### src/rtl/swdg_pkg.sv
package swdg_pkg;

  // Update selected for the gain registers on a given clock
  typedef enum logic [1:0] {
    OP_KEEP   = 2'd0,
    OP_PRESET = 2'd1,
    OP_DEC    = 2'd2,
    OP_INC    = 2'd3
  } gain_op_e;

endpackage

### src/rtl/swdg_idle_timer.sv
module swdg_idle_timer #(
  parameter int IDLE_BITS = 20
) (
  input  logic clk,
  input  logic rst,
  input  logic hold_i,
  input  logic edge_i,
  output logic expire_o,
  output logic fire_o
);

  logic [IDLE_BITS-1:0] idle_cnt;

  // Last cycle of the window with no transition arriving
  assign expire_o = !hold_i && !edge_i && (idle_cnt == '1);

  always_ff @(posedge clk) begin
    if (rst) begin
      idle_cnt <= '0;
      fire_o   <= 1'b0;
    end else begin
      fire_o <= expire_o;
      if (hold_i || edge_i || expire_o) begin
        idle_cnt <= '0;
      end else begin
        idle_cnt <= idle_cnt + 1'b1;
      end
    end
  end

  AST_FIRE_ONE_CYCLE: assert property (@(posedge clk) disable iff (rst)
    fire_o |=> !fire_o);
  AST_EDGE_RELOADS: assert property (@(posedge clk) disable iff (rst)
    (edge_i && !hold_i) |=> !fire_o);
  AST_HELD_NO_FIRE: assert property (@(posedge clk) disable iff (rst)
    hold_i |=> !fire_o);

endmodule

### src/rtl/swdg_backoff_counter.sv
module swdg_backoff_counter #(
  parameter int EVT_LIMIT = 16
) (
  input  logic clk,
  input  logic rst,
  input  logic hold_i,
  input  logic expire_i,
  input  logic edge_i,
  input  logic peak_i,
  output logic dec_o
);

  localparam int EVT_W = $clog2(EVT_LIMIT);
  localparam logic [EVT_W-1:0] LAST = EVT_W'(EVT_LIMIT - 1);

  logic [EVT_W-1:0] evt_cnt;

  assign dec_o = !hold_i && edge_i && !peak_i && (evt_cnt == LAST);

  always_ff @(posedge clk) begin
    if (rst || expire_i) begin
      evt_cnt <= '0;
    end else if (!hold_i) begin
      if (peak_i || dec_o) begin
        evt_cnt <= '0;
      end else if (edge_i) begin
        evt_cnt <= evt_cnt + 1'b1;
      end
    end
  end

  AST_NO_OVERFLOW: assert property (@(posedge clk) disable iff (rst)
    evt_cnt <= LAST);
  AST_PEAK_CLEARS: assert property (@(posedge clk) disable iff (rst)
    (peak_i && !hold_i) |=> (evt_cnt == '0));
  AST_HELD_FROZEN: assert property (@(posedge clk) disable iff (rst)
    (hold_i && !expire_i) |=> $stable(evt_cnt));

endmodule

### src/rtl/swdg_gain_regs.sv
module swdg_gain_regs
  import swdg_pkg::*;
#(
  parameter int PGA_W = 4,
  parameter int DAC_W = 6
) (
  input  logic             clk,
  input  logic             rst,
  input  gain_op_e         op_i,
  output logic [PGA_W-1:0] pga_o,
  output logic [DAC_W-1:0] dac_o
);

  localparam logic [DAC_W-1:0] DAC_MID = DAC_W'(1) << (DAC_W - 1);
  localparam logic [PGA_W-1:0] PGA_ONE = PGA_W'(1);

  always_ff @(posedge clk) begin
    if (rst) begin
      pga_o <= '0;
      dac_o <= DAC_MID;
    end else begin
      unique case (op_i)
        OP_PRESET: begin
          pga_o <= '0;
          dac_o <= DAC_MID;
        end
        OP_DEC: if (pga_o != '0) pga_o <= pga_o - PGA_ONE;
        OP_INC: if (pga_o != '1) pga_o <= pga_o + PGA_ONE;
        default: ;
      endcase
    end
  end

  AST_PRESET_VALUES: assert property (@(posedge clk) disable iff (rst)
    (op_i == OP_PRESET) |=> (pga_o == '0 && dac_o == DAC_MID));
  AST_DEC_SATURATES: assert property (@(posedge clk) disable iff (rst)
    (op_i == OP_DEC && pga_o == '0) |=> (pga_o == '0));
  AST_INC_SATURATES: assert property (@(posedge clk) disable iff (rst)
    (op_i == OP_INC && pga_o == '1) |=> (pga_o == '1));
  AST_DAC_STABLE: assert property (@(posedge clk) disable iff (rst)
    (op_i != OP_PRESET) |=> $stable(dac_o));

endmodule

### src/rtl/swdg_gain_ctrl.sv
module swdg_gain_ctrl
  import swdg_pkg::*;
#(
  parameter int IDLE_BITS = 20,
  parameter int EVT_LIMIT = 16,
  parameter int PGA_W     = 4,
  parameter int DAC_W     = 6
) (
  input  logic             clk,
  input  logic             rst,
  input  logic             out_edge_i,
  input  logic             peak_max_i,
  input  logic             peak_min_i,
  input  logic             gain_up_i,
  input  logic             cal_done_i,
  output logic             sys_rst_o,
  output logic             out_hold_o,
  output logic [PGA_W-1:0] pga_o,
  output logic [DAC_W-1:0] gain_dac_o
);

  logic     expire;
  logic     dec_req;
  logic     peak_any;
  gain_op_e gain_op;

  assign peak_any = peak_max_i | peak_min_i;

  swdg_idle_timer #(.IDLE_BITS(IDLE_BITS)) u_idle (
    .clk      (clk),
    .rst      (rst),
    .hold_i   (out_hold_o),
    .edge_i   (out_edge_i),
    .expire_o (expire),
    .fire_o   (sys_rst_o)
  );

  swdg_backoff_counter #(.EVT_LIMIT(EVT_LIMIT)) u_backoff (
    .clk      (clk),
    .rst      (rst),
    .hold_i   (out_hold_o),
    .expire_i (expire),
    .edge_i   (out_edge_i),
    .peak_i   (peak_any),
    .dec_o    (dec_req)
  );

  // Priority: watchdog preset, then backoff, then gain step
  always_comb begin
    if (expire)         gain_op = OP_PRESET;
    else if (dec_req)   gain_op = OP_DEC;
    else if (gain_up_i) gain_op = OP_INC;
    else                gain_op = OP_KEEP;
  end

  swdg_gain_regs #(.PGA_W(PGA_W), .DAC_W(DAC_W)) u_gain (
    .clk   (clk),
    .rst   (rst),
    .op_i  (gain_op),
    .pga_o (pga_o),
    .dac_o (gain_dac_o)
  );

  always_ff @(posedge clk) begin
    if (rst || expire) begin
      out_hold_o <= 1'b1;
    end else if (cal_done_i) begin
      out_hold_o <= 1'b0;
    end
  end

  AST_RST_SETS_HOLD: assert property (@(posedge clk) disable iff (rst)
    sys_rst_o |-> out_hold_o);
  AST_RST_PRESETS_GAIN: assert property (@(posedge clk) disable iff (rst)
    sys_rst_o |-> (pga_o == '0));
  AST_HOLD_UNTIL_DONE: assert property (@(posedge clk) disable iff (rst)
    (out_hold_o && !cal_done_i) |=> out_hold_o);

endmodule

### config.mk
export PLATFORM = sky130hd
export DESIGN_NAME = swdg_gain_ctrl
export DESIGN_NICKNAME = d
export VERILOG_FILES = /design/src/rtl/swdg_pkg.sv /design/src/rtl/swdg_idle_timer.sv /design/src/rtl/swdg_backoff_counter.sv /design/src/rtl/swdg_gain_regs.sv /design/src/rtl/swdg_gain_ctrl.sv
export SDC_FILE = /design/constraint.sdc
export NUM_CORES = 1
export LEC_CHECK = 0
export ABC_AREA = 1
export BUFFER_PORTS_ARGS = -buffer_cell sky130_fd_sc_hd__buf_4
export CORE_MARGIN = 2
export CORE_UTILIZATION = 32
export CTS_BUF_LIST = sky130_fd_sc_hd__clkbuf_2 sky130_fd_sc_hd__clkbuf_4 sky130_fd_sc_hd__clkbuf_8
export CTS_CLUSTER_SIZE = 12
export DETAILED_ROUTE_END_ITERATION = 10
export HOLD_SLACK_MARGIN = 0.12
export PLACE_DENSITY = 0.46
export RECOVER_POWER = 25
export SYNTH_ARGS = -nofsm -noshare
export SYNTH_HDL_FRONTEND = slang
export SYNTH_HIERARCHICAL = 1
export SYNTH_SLANG_ARGS = --single-unit
### constraint.sdc
create_clock -name clk -period 3.51 [get_ports clk]
set_input_delay 0.351 -clock clk [delete_from_list [all_inputs] [get_ports clk]]
set_output_delay 0.351 -clock clk [all_outputs]
set_load 0.01 [all_outputs]
* Yosys cells after proc, flatten, opt, wreduce, memory -nomap -nowiden
Index checks and enable logic that the tools add are counted.
** Word-level totals
- Register bits after elaboration :: 30
- Input bits :: 7
- Output and inout port bits :: 12
- Logic and storage cells :: 45
** Cells by class
- Add/subtract/negate cells :: 4
- Equality and inequality tests :: 8
- Muxes and demuxes :: 8
- Bitwise logic cells :: 2
- Reduce and logical (&&, ||, !) cells :: 18
** Operator list (count)
- $add 20x1->20 const B :: 1
- $eq 20x20->1 const B :: 1
- $mux 4 :: 4
- $pmux 4 s3 :: 1
- $add 4x1->4 const B :: 2
- $mux 2 :: 3
- $logic_and 1x1->1 :: 5
- $eq 2x2->1 const B :: 2
- $eq 4x4->1 const B :: 1
- $logic_or 1x1->1 :: 4
- $ne 2x1->1 const B :: 2
- $ne 4x4->1 const B :: 1
- $reduce_bool 4->1 :: 1
- $sub 4x1->4 const B :: 1
- $logic_not 1->1 :: 3
- $reduce_and 3->1 :: 1
- $reduce_bool 3->1 :: 1
- $eq 2x1->1 const B :: 1
- $reduce_and 2->1 :: 1
- $reduce_bool 2->1 :: 1
- $reduce_or 2->1 :: 1
- $not 1->1 :: 1
- $or 1x1->1 :: 1

* Logic depth before layout (Yosys ltp)
- Depth after elaboration :: 9
- Depth in mapped cells :: 18
- Gate-level depth less buffers :: 18

* By module
Netlist, hierarchy kept.
** By module, submodules not included
- swdg_idle_timer :: times used 1, cells each 140, area each 1044.8 um^2, seq. area each 420.4 um^2
- swdg_gain_regs :: times used 1, cells each 60, area each 394.1 um^2, seq. area each 80.1 um^2
- swdg_backoff_counter :: times used 1, cells each 42, area each 251.5 um^2, seq. area each 80.1 um^2
- swdg_gain_ctrl :: times used 1, cells each 12, area each 63.8 um^2, seq. area each 20.0 um^2

* Least setup slack after synthesis
Ideal clock, no wire load.
- Path kind :: reg-to-reg
- Start :: reg u_idle.idle_cnt[0]
- End :: reg u_gain.pga_o[3]
- Setup time :: 0.115 ns
- Arrival time :: 2.324 ns
- Data required time :: 3.395 ns
- Setup slack :: 1.071 ns
- Stages on the path, launching flop included :: 18
- Path buffers :: 0
- Period minus slack after synthesis :: 2.439 ns
- Cell sequence :: dfxtp_1 -> ha_1 -> nand3_2 -> nor2_4 -> nand2_4 -> nor2_4 -> nand3_1 -> nor2_1 -> inv_1 -> nand2_1 -> nand2_2 -> ha_1 -> nand2_1 -> nand3b_1 -> nand2_1 -> nand2_1 -> nand3_1 -> a21oi_2
** Between the ends
- Word-level cells in the longest chain between the ends :: 6
- Elaborated cells between the ends (all ways) :: 11
- Those cells by class :: 6 x eq/ne; 2 x mux; 3 x reduce/logical
** RTL lines
- from (decl) :: line swdg_idle_timer.sv:12 : logic [IDLE_BITS-1:0] idle_cnt;
- from (signal assigned) :: line swdg_idle_timer.sv:26 : idle_cnt <= idle_cnt + 1'b1;
- $eq 20x20->1 * :: line swdg_idle_timer.sv:15 : assign expire_o = !hold_i && !edge_i && (idle_cnt == '1);
- $logic_and 1x1->1 * :: line swdg_idle_timer.sv:15
- via expire :: line swdg_gain_ctrl.sv:22 : logic expire;
- $mux 2 * :: line swdg_gain_ctrl.sv:50 : if (expire) gain_op = OP_PRESET;
- via gain_op[0] :: line swdg_gain_ctrl.sv:25 : gain_op_e gain_op;
- $eq 2x2->1 or $eq 2x1->1 (tied branches)
- $ne 2x1->1 (no line) or $reduce_bool 3->1 (tied branches)
- $reduce_and 3->1 (no line)
- to (signal assigned) :: line swdg_gain_regs.sv:27 : OP_DEC: if (pga_o != '0) pga_o <= pga_o - PGA_ONE;
- to (signal assigned) :: line swdg_gain_regs.sv:28 : OP_INC: if (pga_o != '1) pga_o <= pga_o + PGA_ONE;
- to (decl) :: line swdg_gain_regs.sv:10 : output logic [PGA_W-1:0] pga_o,
The timed path passes the listed nets; every way through them passes the cells marked *.
A chain may end at the register's enable or synchronous reset.

* Final worst setup path
Same ends and word-level chain as after synthesis.

==> results.txt <==
Status = finished, final reports clean
# port buffers = 12
Crit path max-delay family = simple AND/OR/NAND/NOR gates
Setup slack after layout = 792 ps
Fill cells = 600
Root buffer cell = clkbuf_8
CP Launch Type = flop
Post-DP HPWL = 2500 µm
CP max-delay cell = dfxtp_1
TritonCTS clock tree = done
ANT nets after route = 0
GRT Overall Usage = 12.8%
Placed inst area = 0.00188 mm²
Final setup viols = 0
Critical path data arrival time = 2940 ps
Max transition margin = 53.2%
DR WL/cell = 9.88 µm
Worst stage delay on the critical path = 370 ps
DP Worst Slack = 803 ps
Worst hold path type = primary input to flop
Commonest non-fill, non-tap cell in the layout = nand2_1
Critical path endpoint category = flop
Longest Clk Path Bufs = 2
Synth unique cells = 29
Setup Skew = 4.47 ps
Setup TNS = 0 ps
Synth Instances = 254
Starting Density = 33.7%
Area leader, netlist = dfxtp_1
Remaining DRCs = 0
Reg clk slew, reported paths = 60 ps
Initial antenna violation count = 0
Peak Freq = 0.368 GHz
CP dominant cell by count = nand3_1
Total grt overflow = 0
Design area = 0.00192 mm²
Synthesis Warnings = 6
Clk sinks = 30
Nets@finish = 280
Lkg Pwr = 0.000695 µW
First-pass GRT wire length = 6260 µm
Worst-Skew Late Latency = 280 ps
Post-CTS Resized = 0
CTS H-tree depth = 2
Vias in the first global route = 1453
Number of setup buffers added after CTS = 0
Cts hold-fix bufs = 0
Core box area = 0.00520 mm²
Max Cap Viol = 0
Final period utilization = 77.4%
Via count = 1449
Die H = 78.0 µm
Routed wire length = 3350 µm
DRT iter0 DRCs = 42
Final core area utilization = 36.9%
Commonest cells after routing, fill and taps aside = nand2_1 (65), nor2_1 (42), dfxtp_1 (30)
Seq/Total Area, Yosys = 34.2%
Row count = 26
RSZ-0062 raised after global routing = false
DIE WIDTH = 78.0 µm
Total CTS buffers = 5
Largest net degree at the start of global routing = 21
Crit path buf inv count = 1
Syn_area_per_cell = 6.91 µm²
Slew @ Worst Pin = 700 ps
Vias per inst = 4.27
Tmin final = 2720 ps
Ant diodes = 0
CP max FO = 6
Pwr Density = 361 mW/mm²
Fraction of layout cells with a size suffix above 1 = 12.3%
IO Count = 19
Crit-path cells = ha_1, nand3_1, nor2_4, nand2_4, nor2_4, nand3_1, nor2_1, inv_1, nand2_1, nand2_2, ha_1, nand2_1, nand3b_1, nand3b_1, nand3_1, a21oi_2
Cell Area, Synth = 0.00175 mm²
Hold slack = 295 ps
Fin. Hold Viols = 0
Area growth from synthesis to layout = 9.49%
Critical Path RT = 3730 ps
Die area = 0.00609 mm²
Slew Viols, Final = 0
Type of the worst setup path = flop to flop
DRT Pass-1 Iters = 4
Routability cong. = 0.775
Post-synth top area share = 34.2%
Top area cells in the synthesized netlist = dfxtp_1 (34%), nand2_1 (14%), nor2_1 (8.8%)
Flops & latches, synth = 30
Maximum VDD drop = 0.186 mV
-- cell families (layout without fill, tap and decap cells) --
family                   after synthesis  after routing  synth area share, %
AO/OA/AOI/OAI                         17             17                 5.35
XOR/XNOR                              10             10                 4.99
adder cells (fa/ha/maj)                4              4                 2.85
buffers and inverters                 37             48                 10.1
flip-flops                            30             30                 34.2
other                                  2              6                0.428
AND/OR/NAND/NOR                      154            154                 42.1
-- where the power goes --
part	internal (µW)	switching (µW)
sequential	347	10.1
combinational	29.6	46.0
clock	133	128
total	510	184
-- Yosys cell counts --
cell type and number:
a21oi_1 12, a21oi_2 1, and2_1 1, buf_4 6, buf_6 2, conb_1 2
dfxtp_1 30, ha_1 4, inv_1 28, inv_2 1, nand2_1 64, nand2_2 5
nand2_4 1, nand3_1 13, nand3_2 3, nand3_4 1, nand3b_1 4, nand4_1 5
nor2_1 41, nor2_2 4, nor2_4 5, nor3_1 3, o21ai_0 2, o21bai_1 2
or2_0 1, or2_1 1, or2_2 2, xnor2_1 7, xor2_1 3
-- metal layers --
layer | vias up | GRT usage [%] | wire length [µm] | share of wire, %
li1 | 805 | - | - | -
met1 | 616 | 16.3 | 1770 | 53
met2 | 21 | 19.9 | 1360 | 41
met3 | 7 | 3.45 | 145 | 4.3
met4 | 0 | 6.32 | 73 | 2.2
met5 | - | 0 | 0 | 0
-- area by class of cell --
type	instances	area, µm²	area share [%]
clock buffer	5	68.8	3.58
clock inverter	2	10.0	0.521
inverter	29	109	5.67
multi-input combinational	191	977	50.9
sequential	30	601	31.3
tap	70	87.6	4.56
timing repair buffer	12	67.6	3.52
-- sequential cells by signal (all words and copies together) (netlist names) --
register           cells
u_idle/fire_o          1
out_hold_o             1
u_gain/pga_o           4
u_idle/idle_cnt       20
u_backoff/evt_cnt      4
-- worst paths after layout --
check             cells after the start  slack, ps               start                 end
setup reg to reg                     16        790  u_idle/idle_cnt[0]     u_gain/pga_o[3]
hold reg to reg                       1        460  u_idle/idle_cnt[0]  u_idle/idle_cnt[0]
setup / recovery                     16        790  u_idle/idle_cnt[0]     u_gain/pga_o[3]
hold / removal                        2        290                 rst     u_gain/pga_o[3]
-- stage by stage --
stage,cells,total power (µW)
after floorplan,258,426
after global placement,332,446
after detailed placement,332,445
after CTS,339,715
after global routing,339,736
final,339,694
Note: power is estimated with default switching activity, not from simulation.
